`src/rtl/dco_acq_pkg.sv`:
```
package dco_acq_pkg;

  typedef enum logic [1:0] {
    MODE_CAL = 2'd0,
    MODE_ACQ = 2'd1,
    MODE_TRK = 2'd2
  } acq_mode_e;

  typedef enum logic [1:0] {
    DIR_HOLD = 2'd0,
    DIR_UP   = 2'd1,
    DIR_DOWN = 2'd2
  } step_dir_e;

  // Comparator flags to a step direction; contradictory or absent flags hold.
  function automatic step_dir_e decode_dir(input logic is_fast, input logic is_slow);
    step_dir_e d;
    if (is_slow && !is_fast)      d = DIR_UP;
    else if (is_fast && !is_slow) d = DIR_DOWN;
    else                          d = DIR_HOLD;
    return d;
  endfunction

endpackage

```
`src/rtl/dco_gain_gen.sv`:
```
module dco_gain_gen #(
  parameter int ERR_W    = 8,
  parameter int GAIN_W   = 8,
  parameter int SHIFT    = 1,
  parameter int GAIN_MIN = 1,
  parameter int GAIN_MAX = 128
) (
  input  logic              clk,
  input  logic              rst_n,
  input  logic              en,
  input  logic              clear,
  input  logic [ERR_W-1:0]  err,
  output logic [GAIN_W-1:0] step
);

  localparam int CW = ((ERR_W > GAIN_W) ? ERR_W : GAIN_W) + 1;

  logic [CW-1:0]     shifted;
  logic [GAIN_W-1:0] gain_new;
  logic [GAIN_W:0]   blend_sum;
  logic [GAIN_W-1:0] prev_q, prev_d;
  logic              have_prev_q, have_prev_d;

  // New gain from the error magnitude, clamped to the legal gain range.
  always_comb begin
    shifted = CW'(err) >> SHIFT;
    if (shifted < CW'(GAIN_MIN))      gain_new = GAIN_W'(GAIN_MIN);
    else if (shifted > CW'(GAIN_MAX)) gain_new = GAIN_W'(GAIN_MAX);
    else                              gain_new = shifted[GAIN_W-1:0];
  end

  // Blend with the gain of the previous tick, unless the history is empty.
  always_comb begin
    blend_sum = {1'b0, prev_q} + {1'b0, gain_new};
    if (have_prev_q) step = blend_sum[GAIN_W:1];
    else             step = gain_new;
  end

  always_comb begin
    prev_d      = prev_q;
    have_prev_d = have_prev_q;
    if (clear) begin
      have_prev_d = 1'b0;
    end else if (en) begin
      prev_d      = gain_new;
      have_prev_d = 1'b1;
    end
  end

  always_ff @(posedge clk or negedge rst_n) begin
    if (!rst_n) begin
      prev_q      <= '0;
      have_prev_q <= 1'b0;
    end else begin
      prev_q      <= prev_d;
      have_prev_q <= have_prev_d;
    end
  end

  // whatever the history, the applied step stays within the gain bounds.
  a_r3_step_in_range: assert property (@(posedge clk) disable iff (!rst_n)
    en |-> (step >= GAIN_W'(GAIN_MIN)) && (step <= GAIN_W'(GAIN_MAX)));

  // after a clear, the next tick sees no history.
  a_r4_clear_empties_history: assert property (@(posedge clk) disable iff (!rst_n)
    clear |=> !have_prev_q);

endmodule

```
`src/rtl/dco_step_unit.sv`:
```
module dco_step_unit
  import dco_acq_pkg::*;
#(
  parameter int TW_W   = 10,
  parameter int STEP_W = 8
) (
  input  logic [TW_W-1:0]   word_in,
  input  logic [STEP_W-1:0] step,
  input  step_dir_e         dir,
  output logic [TW_W-1:0]   word_out
);

  localparam int SW = ((TW_W > STEP_W) ? TW_W : STEP_W) + 1;
  localparam logic [SW-1:0] TOP = SW'((64'd1 << TW_W) - 64'd1);

  logic [SW-1:0] w_ext, s_ext, up_sum;

  always_comb begin
    w_ext  = SW'(word_in);
    s_ext  = SW'(step);
    up_sum = w_ext + s_ext;
    case (dir)
      DIR_UP:   word_out = (up_sum > TOP) ? TOP[TW_W-1:0] : up_sum[TW_W-1:0];
      DIR_DOWN: word_out = (s_ext > w_ext) ? '0 : TW_W'(w_ext - s_ext);
      default:  word_out = word_in;
    endcase
  end

endmodule

```
`src/rtl/dco_lock_detect.sv`:
```
module dco_lock_detect #(
  parameter int ERR_W        = 8,
  parameter int LOCK_RUN     = 2,
  parameter int UNLOCK_SHIFT = 2
) (
  input  logic             clk,
  input  logic             rst_n,
  input  logic             acq_tick,
  input  logic             trk_tick,
  input  logic             clear,
  input  logic [ERR_W-1:0] err,
  input  logic [ERR_W-1:0] thr,
  output logic             lock_hit,
  output logic             lose_lock,
  output logic             locked
);

  localparam int RUN_W = $clog2(LOCK_RUN + 1);
  localparam int WW    = ERR_W + UNLOCK_SHIFT;

  logic [RUN_W-1:0] run_q, run_d;
  logic             locked_d;
  logic             in_band;
  logic [WW-1:0]    wide_thr;

  always_comb begin
    in_band   = (err <= thr);
    wide_thr  = WW'(thr) << UNLOCK_SHIFT;
    lock_hit  = acq_tick && in_band && (run_q == RUN_W'(LOCK_RUN - 1));
    lose_lock = trk_tick && (WW'(err) > wide_thr);
  end

  always_comb begin
    run_d    = run_q;
    locked_d = locked;
    if (clear) begin
      run_d    = '0;
      locked_d = 1'b0;
    end else if (acq_tick) begin
      if (!in_band || lock_hit) run_d = '0;
      else                      run_d = run_q + RUN_W'(1);
      if (lock_hit) locked_d = 1'b1;
    end else if (lose_lock) begin
      run_d    = '0;
      locked_d = 1'b0;
    end
  end

  always_ff @(posedge clk or negedge rst_n) begin
    if (!rst_n) begin
      run_q  <= '0;
      locked <= 1'b0;
    end else begin
      run_q  <= run_d;
      locked <= locked_d;
    end
  end

  // an out-of-band acquisition tick restarts the qualifying run.
  a_r7_run_restarts: assert property (@(posedge clk) disable iff (!rst_n)
    (acq_tick && !in_band) |=> (run_q == '0));

  // losing lock always clears the flag on the next cycle.
  a_r9_unlock_clears: assert property (@(posedge clk) disable iff (!rst_n)
    lose_lock |=> !locked);

endmodule

```
`src/rtl/dco_acq_ctrl.sv`:
```
module dco_acq_ctrl
  import dco_acq_pkg::*;
#(
  parameter int TW_W         = 10,
  parameter int ERR_W        = 8,
  parameter int GAIN_SHIFT   = 1,
  parameter int GAIN_MIN     = 1,
  parameter int GAIN_MAX     = 128,
  parameter int LOCK_RUN     = 2,
  parameter int UNLOCK_SHIFT = 2,
  parameter int TRK_STEP     = 1
) (
  input  logic              clk,
  input  logic              rst_n,
  input  logic              ref_tick,
  input  logic              fast,
  input  logic              slow,
  input  logic [ERR_W-1:0]  err_mag,
  input  logic [TW_W-1:0]   preset_word,
  input  logic [ERR_W-1:0]  lock_thr,
  output logic [TW_W-1:0]   tune_word,
  output logic [1:0]        mode,
  output logic              locked
);

  localparam int GAIN_W = $clog2(GAIN_MAX + 1);

  // Reset: asserted asynchronously, released through two flops.
  logic [1:0] rst_sync_q;
  logic       rst_int_n;

  always_ff @(posedge clk or negedge rst_n) begin
    if (!rst_n) rst_sync_q <= 2'b00;
    else        rst_sync_q <= {rst_sync_q[0], 1'b1};
  end
  assign rst_int_n = rst_sync_q[1];

  acq_mode_e         mode_q, mode_d;
  logic [TW_W-1:0]   tw_q, tw_d;
  logic [GAIN_W-1:0] acq_step, applied_step;
  logic [TW_W-1:0]   stepped_word;
  step_dir_e         dir;
  logic              acq_tick, trk_tick, cal_tick;
  logic              lock_hit, lose_lock, lock_flag;
  logic              gain_clear;

  always_comb begin
    dir        = decode_dir(fast, slow);
    cal_tick   = ref_tick && (mode_q == MODE_CAL);
    acq_tick   = ref_tick && (mode_q == MODE_ACQ);
    trk_tick   = ref_tick && (mode_q == MODE_TRK);
    gain_clear = cal_tick || lose_lock;
  end

  dco_gain_gen #(
    .ERR_W    (ERR_W),
    .GAIN_W   (GAIN_W),
    .SHIFT    (GAIN_SHIFT),
    .GAIN_MIN (GAIN_MIN),
    .GAIN_MAX (GAIN_MAX)
  ) u_gain (
    .clk   (clk),
    .rst_n (rst_int_n),
    .en    (acq_tick),
    .clear (gain_clear),
    .err   (err_mag),
    .step  (acq_step)
  );

  dco_lock_detect #(
    .ERR_W        (ERR_W),
    .LOCK_RUN     (LOCK_RUN),
    .UNLOCK_SHIFT (UNLOCK_SHIFT)
  ) u_lock (
    .clk       (clk),
    .rst_n     (rst_int_n),
    .acq_tick  (acq_tick),
    .trk_tick  (trk_tick),
    .clear     (cal_tick),
    .err       (err_mag),
    .thr       (lock_thr),
    .lock_hit  (lock_hit),
    .lose_lock (lose_lock),
    .locked    (lock_flag)
  );

  // One saturating adder serves both search schemes; only the step differs.
  always_comb begin
    if (mode_q == MODE_TRK) applied_step = GAIN_W'(TRK_STEP);
    else                    applied_step = acq_step;
  end

  dco_step_unit #(
    .TW_W   (TW_W),
    .STEP_W (GAIN_W)
  ) u_step (
    .word_in  (tw_q),
    .step     (applied_step),
    .dir      (dir),
    .word_out (stepped_word)
  );

  always_comb begin
    mode_d = mode_q;
    tw_d   = tw_q;
    case (mode_q)
      MODE_CAL: if (ref_tick) begin
        tw_d   = preset_word;
        mode_d = MODE_ACQ;
      end
      MODE_ACQ: if (ref_tick) begin
        tw_d = stepped_word;
        if (lock_hit) mode_d = MODE_TRK;
      end
      MODE_TRK: if (ref_tick) begin
        if (lose_lock) mode_d = MODE_ACQ;
        else           tw_d   = stepped_word;
      end
      default: mode_d = MODE_CAL;
    endcase
  end

  always_ff @(posedge clk or negedge rst_int_n) begin
    if (!rst_int_n) begin
      mode_q <= MODE_CAL;
      tw_q   <= '0;
    end else begin
      mode_q <= mode_d;
      tw_q   <= tw_d;
    end
  end

  assign tune_word = tw_q;
  assign mode      = mode_q;
  assign locked    = lock_flag;

  // nothing moves between comparator strobes.
  a_r10_hold_idle: assert property (@(posedge clk) disable iff (!rst_int_n)
    !ref_tick |=> $stable(tune_word) && $stable(mode) && $stable(locked));

  // calibration loads the preset and hands over to acquisition.
  a_r2_cal_preset: assert property (@(posedge clk) disable iff (!rst_int_n)
    (mode_q == MODE_CAL && ref_tick) |=>
      (mode_q == MODE_ACQ) && (tune_word == $past(preset_word)));

  // the lock flag and the tracking mode agree.
  a_r7_flag_matches_mode: assert property (@(posedge clk) disable iff (!rst_int_n)
    locked == (mode_q == MODE_TRK));

  // tracking never moves the word by more than one code.
  a_r8_track_unit_step: assert property (@(posedge clk) disable iff (!rst_int_n)
    (mode_q == MODE_TRK && ref_tick) |=>
      (tune_word == $past(tune_word)) ||
      (tune_word == $past(tune_word) + TW_W'(1)) ||
      (tune_word + TW_W'(1) == $past(tune_word)));

  // a slow-only acquisition tick never lowers the word.
  a_r5_slow_not_down: assert property (@(posedge clk) disable iff (!rst_int_n)
    (mode_q == MODE_ACQ && ref_tick && slow && !fast) |=> (tune_word >= $past(tune_word)));

  // contradictory flags hold the word.
  a_r5_both_hold: assert property (@(posedge clk) disable iff (!rst_int_n)
    (mode_q != MODE_CAL && ref_tick && slow && fast) |=> $stable(tune_word));

endmodule

```
`config.mk`:
```
export PLATFORM = sky130hd
export DESIGN_NAME = dco_acq_ctrl
export DESIGN_NICKNAME = d
export VERILOG_FILES = /design/src/rtl/dco_acq_pkg.sv /design/src/rtl/dco_gain_gen.sv /design/src/rtl/dco_step_unit.sv /design/src/rtl/dco_lock_detect.sv /design/src/rtl/dco_acq_ctrl.sv
export SDC_FILE = /design/constraint.sdc
export NUM_CORES = 1
export LEC_CHECK = 0
export BUFFER_PORTS_ARGS = -buffer_cell sky130_fd_sc_hd__buf_2
export CORE_ASPECT_RATIO = 0.9
export CORE_MARGIN = 5
export CORE_UTILIZATION = 45
export DETAILED_ROUTE_END_ITERATION = 6
export GPL_ROUTABILITY_DRIVEN = 0
export HOLD_SLACK_MARGIN = 0.15
export PLACE_DENSITY = 0.75
export SLEW_MARGIN = 20
export SYNTH_ARGS = -nofsm -noshare
export SYNTH_HDL_FRONTEND = slang
export SYNTH_SLANG_ARGS = --single-unit
```
`constraint.sdc`:
```
create_clock -name clk -period 1.6 [get_ports clk]
set_input_delay 0.32 -clock clk [delete_from_list [all_inputs] [get_ports clk]]
set_output_delay 0.32 -clock clk [all_outputs]
set_load 0.01 [all_outputs]
```
==> results of run 1 <==
-- cell type report --
cell class              instances  area, sq um
clock buffers                   3         41.3
clock inverters                 1         5.00
fillers                       469         1850
inverters                      35          131
multi-input cells             290         2590
flip-flops and latches         25          627
well taps                      90          113
repair buffers                167         1200
-- per-layer routing --
metal  global-route usage (%)  vias up  part of all wire [%]
met5                        0        -                     0
met4                     9.17        0                   4.4
met3                     5.84       69                   7.7
met2                     45.5      196                    49
met1                     31.7     1689                    39
li1                         -     1634                     -
-- critical path, cell delays in order --
cell	delay [ps]
sky130_fd_sc_hd__buf_6	100
sky130_fd_sc_hd__nor4_4	280
sky130_fd_sc_hd__a21o_1	180
sky130_fd_sc_hd__nand2_2	60
sky130_fd_sc_hd__fa_2	340
sky130_fd_sc_hd__nor2b_1	120
sky130_fd_sc_hd__o21ai_1	90
sky130_fd_sc_hd__a21oi_1	170
sky130_fd_sc_hd__o21ai_1	110
sky130_fd_sc_hd__mux2_2	310
sky130_fd_sc_hd__or2_4	270
sky130_fd_sc_hd__ha_4	160
sky130_fd_sc_hd__or3_4	400
sky130_fd_sc_hd__o211ai_4	320
sky130_fd_sc_hd__buf_6	150
sky130_fd_sc_hd__a31oi_1	100
sky130_fd_sc_hd__o211ai_1	230
sky130_fd_sc_hd__a21oi_1	90
-- final timing paths --
kind,from,to,depth (start not counted)
max reg2reg,u_gain.prev_q[2],tune_word[2],14
min,rst_sync_q[1],tune_word[4],1
min in group clk,preset_word[2],tune_word[2],3
max in group asynchronous,rst_sync_q[1],mode[0],1
max,err_mag[4],tune_word[2],18
min reg2reg,rst_sync_q[1],tune_word[4],1
-- logic make-up (layout without fill, tap and decap cells) --
group | after synthesis | count (layout)
AND/OR/NAND/NOR | 117 | 117
other | 1 | 1
flip-flops | 25 | 25
adder cells (fa/ha/maj) | 43 | 43
XOR/XNOR | 3 | 3
buffers and inverters | 52 | 206
AO/OA/AOI/OAI | 113 | 113
multiplexers | 13 | 13
-- registers in the layout (all words and copies together) (netlist names) --
name                flops
mode                    2
rst_sync_q              2
tune_word              10
u_gain.have_prev_q      1
u_gain.prev_q           7
u_lock.locked           1
u_lock.run_q            2
-- cell usage after synthesis, types with 2 or more instances --
cell type,instances
sky130_fd_sc_hd__o211ai_1,5
sky130_fd_sc_hd__or2_2,6
sky130_fd_sc_hd__a211o_1,3
sky130_fd_sc_hd__and3_1,3
sky130_fd_sc_hd__clkbuf_1,11
sky130_fd_sc_hd__and2_1,3
sky130_fd_sc_hd__mux2i_1,4
sky130_fd_sc_hd__o21bai_1,4
sky130_fd_sc_hd__a31o_2,2
sky130_fd_sc_hd__dfrtp_1,25
sky130_fd_sc_hd__a311oi_1,2
sky130_fd_sc_hd__nand3_1,7
sky130_fd_sc_hd__mux2_2,8
sky130_fd_sc_hd__inv_1,35
sky130_fd_sc_hd__nand4b_1,2
sky130_fd_sc_hd__a22o_1,2
sky130_fd_sc_hd__or3_1,2
sky130_fd_sc_hd__o311ai_1,2
sky130_fd_sc_hd__nand2_1,20
sky130_fd_sc_hd__ha_1,40
sky130_fd_sc_hd__nand3b_1,2
sky130_fd_sc_hd__xnor2_1,3
sky130_fd_sc_hd__o21a_1,3
sky130_fd_sc_hd__o21ba_2,2
sky130_fd_sc_hd__nor2_1,23
sky130_fd_sc_hd__fa_1,3
sky130_fd_sc_hd__nand2b_1,15
sky130_fd_sc_hd__a221oi_1,4
sky130_fd_sc_hd__a31oi_1,3
sky130_fd_sc_hd__o32ai_1,2
sky130_fd_sc_hd__o21ai_0,21
sky130_fd_sc_hd__nor3_1,11
sky130_fd_sc_hd__nand4_1,2
sky130_fd_sc_hd__a21oi_1,24
sky130_fd_sc_hd__nor4_1,3
sky130_fd_sc_hd__a21o_1,8
sky130_fd_sc_hd__a211oi_1,4
sky130_fd_sc_hd__o22ai_1,4
sky130_fd_sc_hd__nor2b_1,12
sky130_fd_sc_hd__buf_6,4
sky130_fd_sc_hd__o2bb2ai_1,4
-- report_power, final --
group	switching, mW	leakage [nW]	internal (mW)
Combinational	4.71	1.89	4.75
Clock	0.240	0.0255	0.175
Sequential	0.265	0.300	0.925
Total	5.21	2.22	5.85
-- repair_timing --
item,4_1_cts,5_1_grt
cloned,0,0
pin swaps,43,13
setup endpoints to repair,23,23
setup buffers,14,13
gates resized for setup,53,13
hold buffers,2,0
endpoints found under the hold margin,7,0
-- through the flow --
step / TNS, ps / hold WS (ps) / utilization [%]
after floorplan: -19500 / 24.4 / -
after global placement: -28900 / 95.7 / 63.1
after detailed placement: -30010 / 106 / 63.1
after CTS: -25160 / 272 / 69.6
after global routing: -28590 / 316 / 71.8
final: -25400 / 270 / 71.8
==> results.json, run 1 <==
{
  "drt_wl_total_mm": 11.3,
  "dp_worst_setup_slack_ps": -2220,
  "core_area_sq_um": 6550,
  "clock.fmax_ghz": 0.276,
  "drt_drc_violations_left": 0,
  "numClockSinks": 25,
  "post_synth_mux_area_share_pct": 4.69,
  "final_cell_count_no_fill": 611,
  "period_share_pct": 226,
  "dieArea_sq_um": 8440,
  "synthDominantAreaCellType": "sky130_fd_sc_hd__dfrtp_1",
  "synth_top_family_by_area": "compound AO/OA/AOI/OAI gates",
  "cts_tree": "yes",
  "crit_path_max_fo": 6,
  "clock_tree.buffer_depth": 2,
  "failed_checks": "negative setup slack",
  "route.vias.total": 3588,
  "wire_length_of_the_first_global_routing_pass_mm": 17.5,
  "critPathRequiredTime_ps": 1770,
  "seq_area_frac_synth_pct": 20.7,
  "period_minus_slack_ps": 3620,
  "globalRouteTotalUtil_pct": 26.2,
  "power-per-cell-area_nw_per_um2": 2350,
  "layout_common_cells": "sky130_fd_sc_hd__buf_4 (113), sky130_fd_sc_hd__buf_2 (41), sky130_fd_sc_hd__inv_1 (32)",
  "post_drt_wl_per_cell_um": 18.5,
  "starting_drc_count_in_detailed_routing": 272,
  "setup_viol": 23,
  "ant_nets": 0,
  "grt_antenna_before_repair": 0,
  "irDropWorstVdd_mv": 1.74,
  "yosys.area_share.adder_pct": 18.6,
  "p_total_mw": 11.1,
  "synth-seq-cells": 25,
  "critPathArrivalTime_ps": 3790,
  "post_route_cell_area_sq_um": 4710,
  "synthDominantCellAreaShare_pct": 20.7,
  "place_inst": 580,
  "route.detailed.vias_per_inst": 5.87,
  "fraction_of_the_mapped_netlist_area_in_simple_logic_gates_pct": 20.7,
  "area_growth_pct": 56.1,
  "post_synth_instance_area_sq_um": 3020,
  "status": "finished with violations",
  "grt_remaining_overflow": 0,
  "grt_max_degree": 19,
  "synth-warning-count": 0,
  "layout.cells.most_common": "sky130_fd_sc_hd__buf_4",
  "dp_hpwl_mm": 7.46,
  "synth_compound_gate_area_share_pct": 26.8,
  "synth_area_leaders": "sky130_fd_sc_hd__dfrtp_1 (21%), sky130_fd_sc_hd__ha_1 (17%), sky130_fd_sc_hd__inv_1 (4.4%), sky130_fd_sc_hd__a21oi_1 (4.0%), sky130_fd_sc_hd__o21ai_0 (3.5%)",
  "post_synth_xor_area_fraction_pct": 0.871,
  "post_synth.cell_area_avg_sq_um": 8.22,
  "dominantRegCellSynth": "sky130_fd_sc_hd__dfrtp_1",
  "timing_hold_violations_final": 0,
  "initial_core_util_pct": 46.0,
  "synth.lib_cells_used.distinct": 65,
  "die_h_um": 87.7,
  "synthArstFlopShare_pct": 100,
  "endpoint_kind": "flop",
  "antenna_diode_count": 0,
  "via_count_of_the_first_global_routing_pass": 3588,
  "row_count": 28,
  "number_of_buffers_created_by_cts": 3,
  "port_buffers": 43,
  "layout-drive-gt1-share_pct": 48.2,
  "rsz0062_at_grt": "true",
  "clk_latency_ps": 280,
  "path_class": "in -> reg",
  "syn-num-nets": 441,
  "cts_root_buffer": "sky130_fd_sc_hd__clkbuf_8",
  "synthCells": 367,
  "drv_slew": 0,
  "finish.net_count": 596,
  "detailedRoute.firstPassIterationCount": 5,
  "setup.reg_to_reg.worst_slack_ps": -1960,
  "hold_class": "reg -> async",
  "timing.clock.skew_ps": 8.02,
  "clk_pin_slew_worst_paths_ps": 110,
  "io-pin-count": 44,
  "total_leakage_power_nw": 2.22,
  "place_area_sq_um": 4140,
  "dieWidth_um": 96.3,
  "max-cap-violations": 0,
  "worst_setup_start_kind": "primary input",
  "synth-edff-count": 0,
  "cts.htree.levels": 1,
  "finalWorstSetupSlack_ps": -2020
}
Note: power is estimated with default switching activity, not from simulation.
==> inputs of run 2 (changes only) <==
--- a/config.mk
+++ b/config.mk
@@ -6,13 +6,15 @@
 export NUM_CORES = 1
 export LEC_CHECK = 0
 export BUFFER_PORTS_ARGS = -buffer_cell sky130_fd_sc_hd__buf_2
+export CELL_PAD_IN_SITES_DETAIL_PLACEMENT = 1
+export CELL_PAD_IN_SITES_GLOBAL_PLACEMENT = 1
 export CORE_ASPECT_RATIO = 0.9
 export CORE_MARGIN = 5
 export CORE_UTILIZATION = 45
 export DETAILED_ROUTE_END_ITERATION = 6
 export GPL_ROUTABILITY_DRIVEN = 0
 export HOLD_SLACK_MARGIN = 0.15
-export PLACE_DENSITY = 0.75
+export PLACE_DENSITY = 0.94
 export SLEW_MARGIN = 20
 export SYNTH_ARGS = -nofsm -noshare
 export SYNTH_HDL_FRONTEND = slang
==> results.json, run 2 <==
{
  "synth-edff-count": 0,
  "synth_area_leaders": "sky130_fd_sc_hd__dfrtp_1 (21%), sky130_fd_sc_hd__ha_1 (17%), sky130_fd_sc_hd__inv_1 (4.4%), sky130_fd_sc_hd__a21oi_1 (4.0%), sky130_fd_sc_hd__o21ai_0 (3.5%)",
  "dominantRegCellSynth": "sky130_fd_sc_hd__dfrtp_1",
  "synthCells": 367,
  "worst_endpoint_kind": "sequential cell input",
  "synthArstFlopShare_pct": 100,
  "grt_remaining_overflow": 63,
  "synthDominantAreaCellType": "sky130_fd_sc_hd__dfrtp_1",
  "clock_tree.buffer_depth": 2,
  "place_inst": 579,
  "synth.lib_cells_used.distinct": 65,
  "post_synth.cell_area_avg_sq_um": 8.22,
  "cts_root_buffer": "sky130_fd_sc_hd__clkbuf_8",
  "yosys-top-cells-count": "sky130_fd_sc_hd__ha_1 (40), sky130_fd_sc_hd__inv_1 (35), sky130_fd_sc_hd__dfrtp_1 (25)",
  "globalRouteTotalUtil_pct": 70.6,
  "die_h_um": 87.7,
  "port_buffers": 43,
  "place_area_sq_um": 4140,
  "dp_hpwl_mm": 11.2,
  "synth-seq-cells": 25,
  "synth-warning-count": 0,
  "numClockSinks": 25,
  "row_count": 28,
  "dieWidth_um": 96.3,
  "syn-num-nets": 441,
  "initial_core_util_pct": 46.0,
  "stop_stage": "global routing (5_1_grt)",
  "synthDominantCellAreaShare_pct": 20.7,
  "post_synth_instance_area_sq_um": 3020,
  "grt_max_degree": 19,
  "seq_area_frac_synth_pct": 20.7,
  "number_of_buffers_created_by_cts": 3,
  "tool_error_message": "[ERROR GRT-0232] Routing congestion too high. Check the congestion heatmap in the GUI.",
  "cts.htree.levels": 1,
  "cell_with_the_most_instances_after_synthesis": "sky130_fd_sc_hd__ha_1",
  "repair-timing-grt-worst-ep": "tune_word[8]$_DFFE_PN0P_/D",
  "io-pin-count": 44,
  "status": "did not finish"
}
[run 2: cell counts after synthesis]
Identical to the previous run, type by type.
[run 2: metrics by stage]
| stage | hold WS (ps) | worst slack [ps] | TNS [ps] |
|---|---|---|---|
| after detailed placement | 110 | -2650 | -35140 |
| after floorplan | 24.4 | -1860 | -19500 |
| after global placement | 106 | -2200 | -29590 |
| after CTS | 318 | -2200 | -27300 |
[run 2: timing repair]
action,CTS
hold buffers,3
pin swaps,28
resized for setup,59
setup buffers,12
endpoints found under the hold margin,5
setup endpoints to repair,23
[run 2: per-layer routing]
| metal | GRT usage (%) | overflow |
|---|---|---|
| met5 | 4.17 | 0 |
| met3 | 50.7 | 0 |
| met2 | 87.7 | 44 |
| met1 | 73.4 | 0 |
| met4 | 73.0 | 19 |
[run 2: cell families after synthesis]
| family | synth area share (%) |
|---|---|
| muxes | 4.69 |
| AOI/OAI and AO/OA | 26.8 |
| adders and majority gates | 18.6 |
| other | 0.124 |
| and+or+nand+nor | 20.7 |
| DFF | 20.7 |
| xor gates and xnor gates | 0.872 |
| buffers and inverters | 7.55 |
==> inputs of run 3 (changes only) <==
--- a/config.mk
+++ b/config.mk
@@ -6,15 +6,11 @@
 export NUM_CORES = 1
 export LEC_CHECK = 0
 export BUFFER_PORTS_ARGS = -buffer_cell sky130_fd_sc_hd__buf_2
-export CELL_PAD_IN_SITES_DETAIL_PLACEMENT = 1
-export CELL_PAD_IN_SITES_GLOBAL_PLACEMENT = 1
-export CORE_ASPECT_RATIO = 0.9
 export CORE_MARGIN = 5
-export CORE_UTILIZATION = 45
+export CORE_UTILIZATION = 30
 export DETAILED_ROUTE_END_ITERATION = 6
 export GPL_ROUTABILITY_DRIVEN = 0
-export HOLD_SLACK_MARGIN = 0.15
-export PLACE_DENSITY = 0.94
+export PLACE_DENSITY_LB_ADDON = 0.15
 export SLEW_MARGIN = 20
 export SYNTH_ARGS = -nofsm -noshare
 export SYNTH_HDL_FRONTEND = slang
==> results.json, run 3 (same netlist as run 1, synthesis figures left out) <==
{
  "hold_class": "reg -> async",
  "worst_path_slowest_cell": "sky130_fd_sc_hd__or3_4",
  "setup.reg_to_reg.worst_slack_ps": -1890,
  "status": "finished with violations",
  "dieArea_sq_um": 12200,
  "port_buffers": 43,
  "dp_hpwl_mm": 7.80,
  "period_share_pct": 219,
  "p_total_mw": 10.2,
  "total_leakage_power_nw": 2.19,
  "finish.net_count": 589,
  "detailedRoute.firstPassIterationCount": 4,
  "setup_viol": 23,
  "clk_pin_slew_worst_paths_ps": 100,
  "place_area_sq_um": 4270,
  "combPwrFrac_pct": 84.4,
  "timing_hold_violations_final": 0,
  "grt_max_degree": 19,
  "timing.clock.skew_ps": 3.57,
  "layout-drive-gt1-share_pct": 47.3,
  "die_h_um": 110,
  "post_route_cell_area_sq_um": 4690,
  "starting_drc_count_in_detailed_routing": 74,
  "p_sw_mw": 4.64,
  "drt_wl_total_mm": 9.80,
  "antenna_diode_count": 0,
  "layout.cells.most_common": "sky130_fd_sc_hd__buf_4",
  "failed_checks": "negative setup slack",
  "drt_drc_violations_left": 0,
  "clock_tree.buffer_depth": 2,
  "crit_family": "simple AND/OR/NAND/NOR gates",
  "tightest_slew_ps": 510,
  "cp.buffers_inverters": 1,
  "cts.htree.levels": 1,
  "switching_part_of_the_total_pct": 45.5,
  "worstSetupPathDepth": 17,
  "largest_reg_flops": 10,
  "via_count_of_the_first_global_routing_pass": 3308,
  "worst_setup_start_kind": "primary input",
  "dieWidth_um": 110,
  "period_minus_slack_ps": 3510,
  "area_growth_pct": 55.5,
  "clock_power_share_pct": 4.1,
  "initial_core_util_pct": 30.8,
  "critPathRequiredTime_ps": 1750,
  "critPathArrivalTime_ps": 3660,
  "cts_tree": "yes",
  "clock.fmax_ghz": 0.285,
  "io-pin-count": 44,
  "critical_path.cell_chain": "buf_6 -> nor4_4 -> a21o_1 -> nand2_1 -> fa_2 -> nor2b_2 -> o21ai_2 -> a21oi_2 -> o21ai_2 -> mux2_4 -> or2_4 -> ha_4 -> or3_4 -> o211ai_1 -> mux2_4 -> a31oi_1 -> o21ai_1",
  "ant_nets": 0,
  "drv_slew": 0,
  "finalWorstSetupSlack_ps": -1910,
  "rsz0062_at_grt": "true",
  "power-per-cell-area_nw_per_um2": 2170,
  "cts_root_buffer": "sky130_fd_sc_hd__clkbuf_8",
  "p_seq_share_pct": 11.4,
  "wire_length_of_the_first_global_routing_pass_mm": 16.0,
  "grt_antenna_before_repair": 0,
  "route.vias.total": 3240,
  "route.detailed.vias_per_inst": 5.01,
  "number_of_buffers_created_by_cts": 3,
  "clk_latency_ps": 280,
  "timing.max_slew.rel_slack_pct": 66.0,
  "layout_common_cells": "sky130_fd_sc_hd__buf_4 (108), sky130_fd_sc_hd__buf_2 (41), sky130_fd_sc_hd__inv_1 (33)",
  "crit_path_max_fo": 3,
  "row_count": 36,
  "worstRegToRegCells": 16,
  "irDropWorstVdd_mv": 0.573,
  "grt_remaining_overflow": 0,
  "cell_internal_pwr_mw": 5.56,
  "post_drt_wl_per_cell_um": 15.2,
  "critical_path.reg2reg.endpoint": "tune_word[3]",
  "max_stage_delay_ps": 400,
  "max-cap-violations": 0,
  "core_area_sq_um": 9770,
  "numClockSinks": 25,
  "endpoint_kind": "flop",
  "path_class": "in -> reg",
  "globalRouteTotalUtil_pct": 16.6,
  "rr_startpoint": "u_gain.prev_q[1]"
}
-- run 3: power groups by stage --
stage | Sequential (mW) | Clock (mW) | Combinational (mW)
3_5_place_dp | 1.18 | 0 | 7.50
3_3_place_gp | 1.17 | 0 | 7.42
6_report | 1.17 | 0.419 | 8.61
5_1_grt | 1.21 | 0.463 | 9.43
2_1_floorplan | 1.27 | 0 | 4.53
4_1_cts | 1.18 | 0.442 | 7.81
-- run 3: worst reg2reg max path, cell delays in order, from the launching register on --
cell                        delay (ps)
sky130_fd_sc_hd__dfrtp_1           400
sky130_fd_sc_hd__ha_1              290
sky130_fd_sc_hd__a31o_2            250
sky130_fd_sc_hd__a31o_4            230
sky130_fd_sc_hd__a21oi_2           150
sky130_fd_sc_hd__xnor2_1           120
sky130_fd_sc_hd__nand2_1            80
sky130_fd_sc_hd__a21o_1            210
sky130_fd_sc_hd__ha_4              270
sky130_fd_sc_hd__o21ba_4           240
sky130_fd_sc_hd__a2111oi_4         280
sky130_fd_sc_hd__buf_4             200
sky130_fd_sc_hd__o211ai_4          120
sky130_fd_sc_hd__buf_6             160
sky130_fd_sc_hd__nor2_4             90
sky130_fd_sc_hd__nor3_4             60
sky130_fd_sc_hd__a221oi_2          240
-- run 3: repair_timing --
| action | 4_1_cts | 5_1_grt |
|---|---|---|
| hold buffers | 1 | 0 |
| gates resized for setup | 22 | 44 |
| pin swaps | 19 | 31 |
| setup endpoints to repair | 23 | 23 |
| hold endpoints to repair | 2 | 0 |
| buffers inserted | 8 | 5 |
-- run 3: per-layer routing --
layer,wire length [um],global-route usage (%),share of wire (%)
met4,137,3.52,1.4
met5,0,0,0
met2,5140,30.5,52
met1,4120,20.2,42
met3,398,2.97,4.1
-- run 3: how the worst max path moves through the flow --
stage	startpoint	end
floorplan	err_mag[2]	tune_word[8]
global placement	err_mag[2]	tune_word[3]
detailed placement	err_mag[2]	tune_word[0]
CTS	err_mag[4]	tune_word[2]
global route	err_mag[3]	tune_word[8]
finish	err_mag[3]	tune_word[8]
-- run 3: metrics by stage --
step / std cells / hold WS (ps) / util, % / setup TNS, ps / worst slack, ps
6_report: 647 / 199 / 48.0 / -25500 / -1910
5_1_grt: 647 / 227 / 48.0 / -28430 / -2100
4_1_cts: 644 / 211 / 45.6 / -25750 / -1940
3_5_place_dp: 632 / 107 / 43.7 / -30120 / -2200
3_3_place_gp: 632 / 105 / 43.7 / -29840 / -2240
2_1_floorplan: 367 / 24.4 / - / -19500 / -1860
-- run 3: area by class of cell --
cell class                 count  area, sq um
inverter                      35          131
sequential                    25          627
timing repair buffer         160         1140
tap                          133          166
clock inverter                 1         7.51
multi-input combinational    290         2580
fill                         963         5090
clock buffer                   3         41.3
==> inputs of run 4 (changes only) <==
--- a/config.mk
+++ b/config.mk
@@ -5,7 +5,7 @@
 export SDC_FILE = /design/constraint.sdc
 export NUM_CORES = 1
 export LEC_CHECK = 0
-export BUFFER_PORTS_ARGS = -buffer_cell sky130_fd_sc_hd__buf_2
+export BUFFER_PORTS_ARGS = -buffer_cell sky130_fd_sc_hd__clkbuf_2
 export CORE_MARGIN = 5
 export CORE_UTILIZATION = 30
 export DETAILED_ROUTE_END_ITERATION = 6
==> results.json, run 4 (same netlist as run 1, synthesis figures left out) <==
{
  "globalRouteTotalUtil_pct": 15.8,
  "tightest_slew_ps": 504,
  "layout.cells.most_common": "sky130_fd_sc_hd__buf_4",
  "clock.fmax_ghz": 0.281,
  "timing_hold_violations_final": 0,
  "number_of_buffers_created_by_cts": 3,
  "path_common_cell": "sky130_fd_sc_hd__o21ai_2",
  "crit_family": "simple AND/OR/NAND/NOR gates",
  "place_area_sq_um": 4270,
  "route.vias.total": 3192,
  "post_drt_wl_per_cell_um": 14.5,
  "worst_setup_start_kind": "primary input",
  "antenna_diode_count": 0,
  "wire_length_of_the_first_global_routing_pass_mm": 15.3,
  "max_stage_delay_ps": 410,
  "period_share_pct": 223,
  "initial_core_util_pct": 30.8,
  "dp_hpwl_mm": 7.60,
  "starting_drc_count_in_detailed_routing": 51,
  "detailedRoute.firstPassIterationCount": 4,
  "dieArea_sq_um": 12200,
  "dieWidth_um": 110,
  "cts.htree.levels": 1,
  "status": "finished with violations",
  "power-per-cell-area_nw_per_um2": 2150,
  "rsz0062_at_grt": "true",
  "setup.reg_to_reg.worst_slack_ps": -1830,
  "area_growth_pct": 54.0,
  "num-fill-cells": 985,
  "irDropWorstVdd_mv": 0.696,
  "grt_remaining_overflow": 0,
  "endpoint_kind": "flop",
  "drv_slew": 0,
  "drt_drc_violations_left": 0,
  "failed_checks": "negative setup slack",
  "period_minus_slack_ps": 3560,
  "numClockSinks": 25,
  "path_class": "in -> reg",
  "largest_reg_flops": 10,
  "grt_antenna_before_repair": 0,
  "clk_latency_ps": 280,
  "cp.buffers_inverters": 1,
  "cts_root_buffer": "sky130_fd_sc_hd__clkbuf_8",
  "grt_max_degree": 19,
  "post_route_cell_area_sq_um": 4640,
  "setup-tns-final_ps": -24430,
  "finish.net_count": 589,
  "total_leakage_power_nw": 2.17,
  "worst_path_slowest_cell": "sky130_fd_sc_hd__or3_4",
  "row_count": 36,
  "io-pin-count": 44,
  "final_cell_count_no_fill": 647,
  "finalWorstSetupSlack_ps": -1960,
  "layout_common_cells": "sky130_fd_sc_hd__buf_4 (110), sky130_fd_sc_hd__clkbuf_2 (42), sky130_fd_sc_hd__inv_1 (31), sky130_fd_sc_hd__ha_1 (31), sky130_fd_sc_hd__dfrtp_1 (24)",
  "crit_path_max_fo": 3,
  "core_area_sq_um": 9770,
  "die_h_um": 110,
  "timing.max_slew.rel_slack_pct": 66.3,
  "setup_viol": 23,
  "route.detailed.vias_per_inst": 4.93,
  "drt_wl_total_mm": 9.36,
  "via_count_of_the_first_global_routing_pass": 3263,
  "port_buffers": 43,
  "place_inst": 632,
  "cts_tree": "yes",
  "clock_tree.buffer_depth": 2,
  "clk_pin_slew_worst_paths_ps": 100,
  "max-cap-violations": 0,
  "critPathArrivalTime_ps": 3720,
  "hold_ws_ps": 195,
  "ant_nets": 0,
  "critPathRequiredTime_ps": 1760,
  "hold_class": "reg -> async",
  "layout-drive-gt1-share_pct": 47.1,
  "critical_path.cell_chain": "buf_6 -> nor4_4 -> a21o_1 -> nand2_2 -> fa_2 -> nor2b_2 -> o21ai_2 -> a21oi_2 -> o21ai_2 -> mux2_4 -> or2_4 -> ha_4 -> or3_4 -> o211ai_1 -> mux2_1 -> a31oi_1 -> o21ai_1",
  "timing.clock.skew_ps": 4.58
}
## run 4: area by class of cell
type,count,area [sq um],share of cell area [%]
timing repair buffer,160,1120,24.2
clock inverter,1,7.51,0.162
inverter,35,131,2.83
clock buffer,3,41.3,0.889
tap,133,166,3.58
multi-input combinational,290,2540,54.8
sequential,25,627,13.5
## run 4: worst paths after layout
kind / startpoint / to / cells past startpoint
worst max-delay path: err_mag[4] / tune_word[8] / 17
worst min-delay path: rst_sync_q[1] / u_lock.locked / 1
worst max register to register: u_gain.prev_q[1] / tune_word[8] / 14
worst min register to register: rst_sync_q[1] / u_lock.locked / 1
max in group asynchronous: rst_n / rst_sync_q[1] / 2
min in group clk: preset_word[2] / tune_word[2] / 3
## run 4: per-stage QoR
stage	util, %	power, mW	setup WS (ps)
after floorplan	-	5.79	-1860
after global placement	43.7	8.59	-2200
after detailed placement	43.7	8.61	-2220
after CTS	45.3	9.31	-1890
after global routing	47.5	10.9	-2150
final	47.5	9.97	-1960
## run 4: worst register-to-register path, stage by stage, from the launching register on
cell,delay (ps)
sky130_fd_sc_hd__dfrtp_1,410
sky130_fd_sc_hd__inv_1,100
sky130_fd_sc_hd__fa_2,410
sky130_fd_sc_hd__nor2b_2,140
sky130_fd_sc_hd__o21ai_2,80
sky130_fd_sc_hd__a21oi_2,160
sky130_fd_sc_hd__o21ai_2,90
sky130_fd_sc_hd__mux2_4,320
sky130_fd_sc_hd__or2_4,240
sky130_fd_sc_hd__ha_4,160
sky130_fd_sc_hd__or3_4,410
sky130_fd_sc_hd__o211ai_1,200
sky130_fd_sc_hd__mux2_1,340
sky130_fd_sc_hd__a31oi_1,170
sky130_fd_sc_hd__o21ai_1,90
## run 4: report_power, final
group,internal [mW],switching (mW)
combinational,4.39,3.99
sequential,0.925,0.255
clock,0.177,0.238
total,5.49,4.48
## run 4: timing repair
| action | CTS | global route |
|---|---|---|
| setup buffers | 7 | 6 |
| resized for setup | 18 | 42 |
| hold endpoints to repair | 2 | 0 |
| pin swaps | 12 | 40 |
| hold buffers | 1 | 0 |
| setup endpoints to repair | 23 | 23 |
## run 4: layer usage
metal	track usage, %	up-vias	routed length [um]
li1	-	1617	-
met1	19.8	1509	4140
met2	28.5	54	4740
met3	2.68	12	350
met4	3.43	0	127
met5	0	-	0
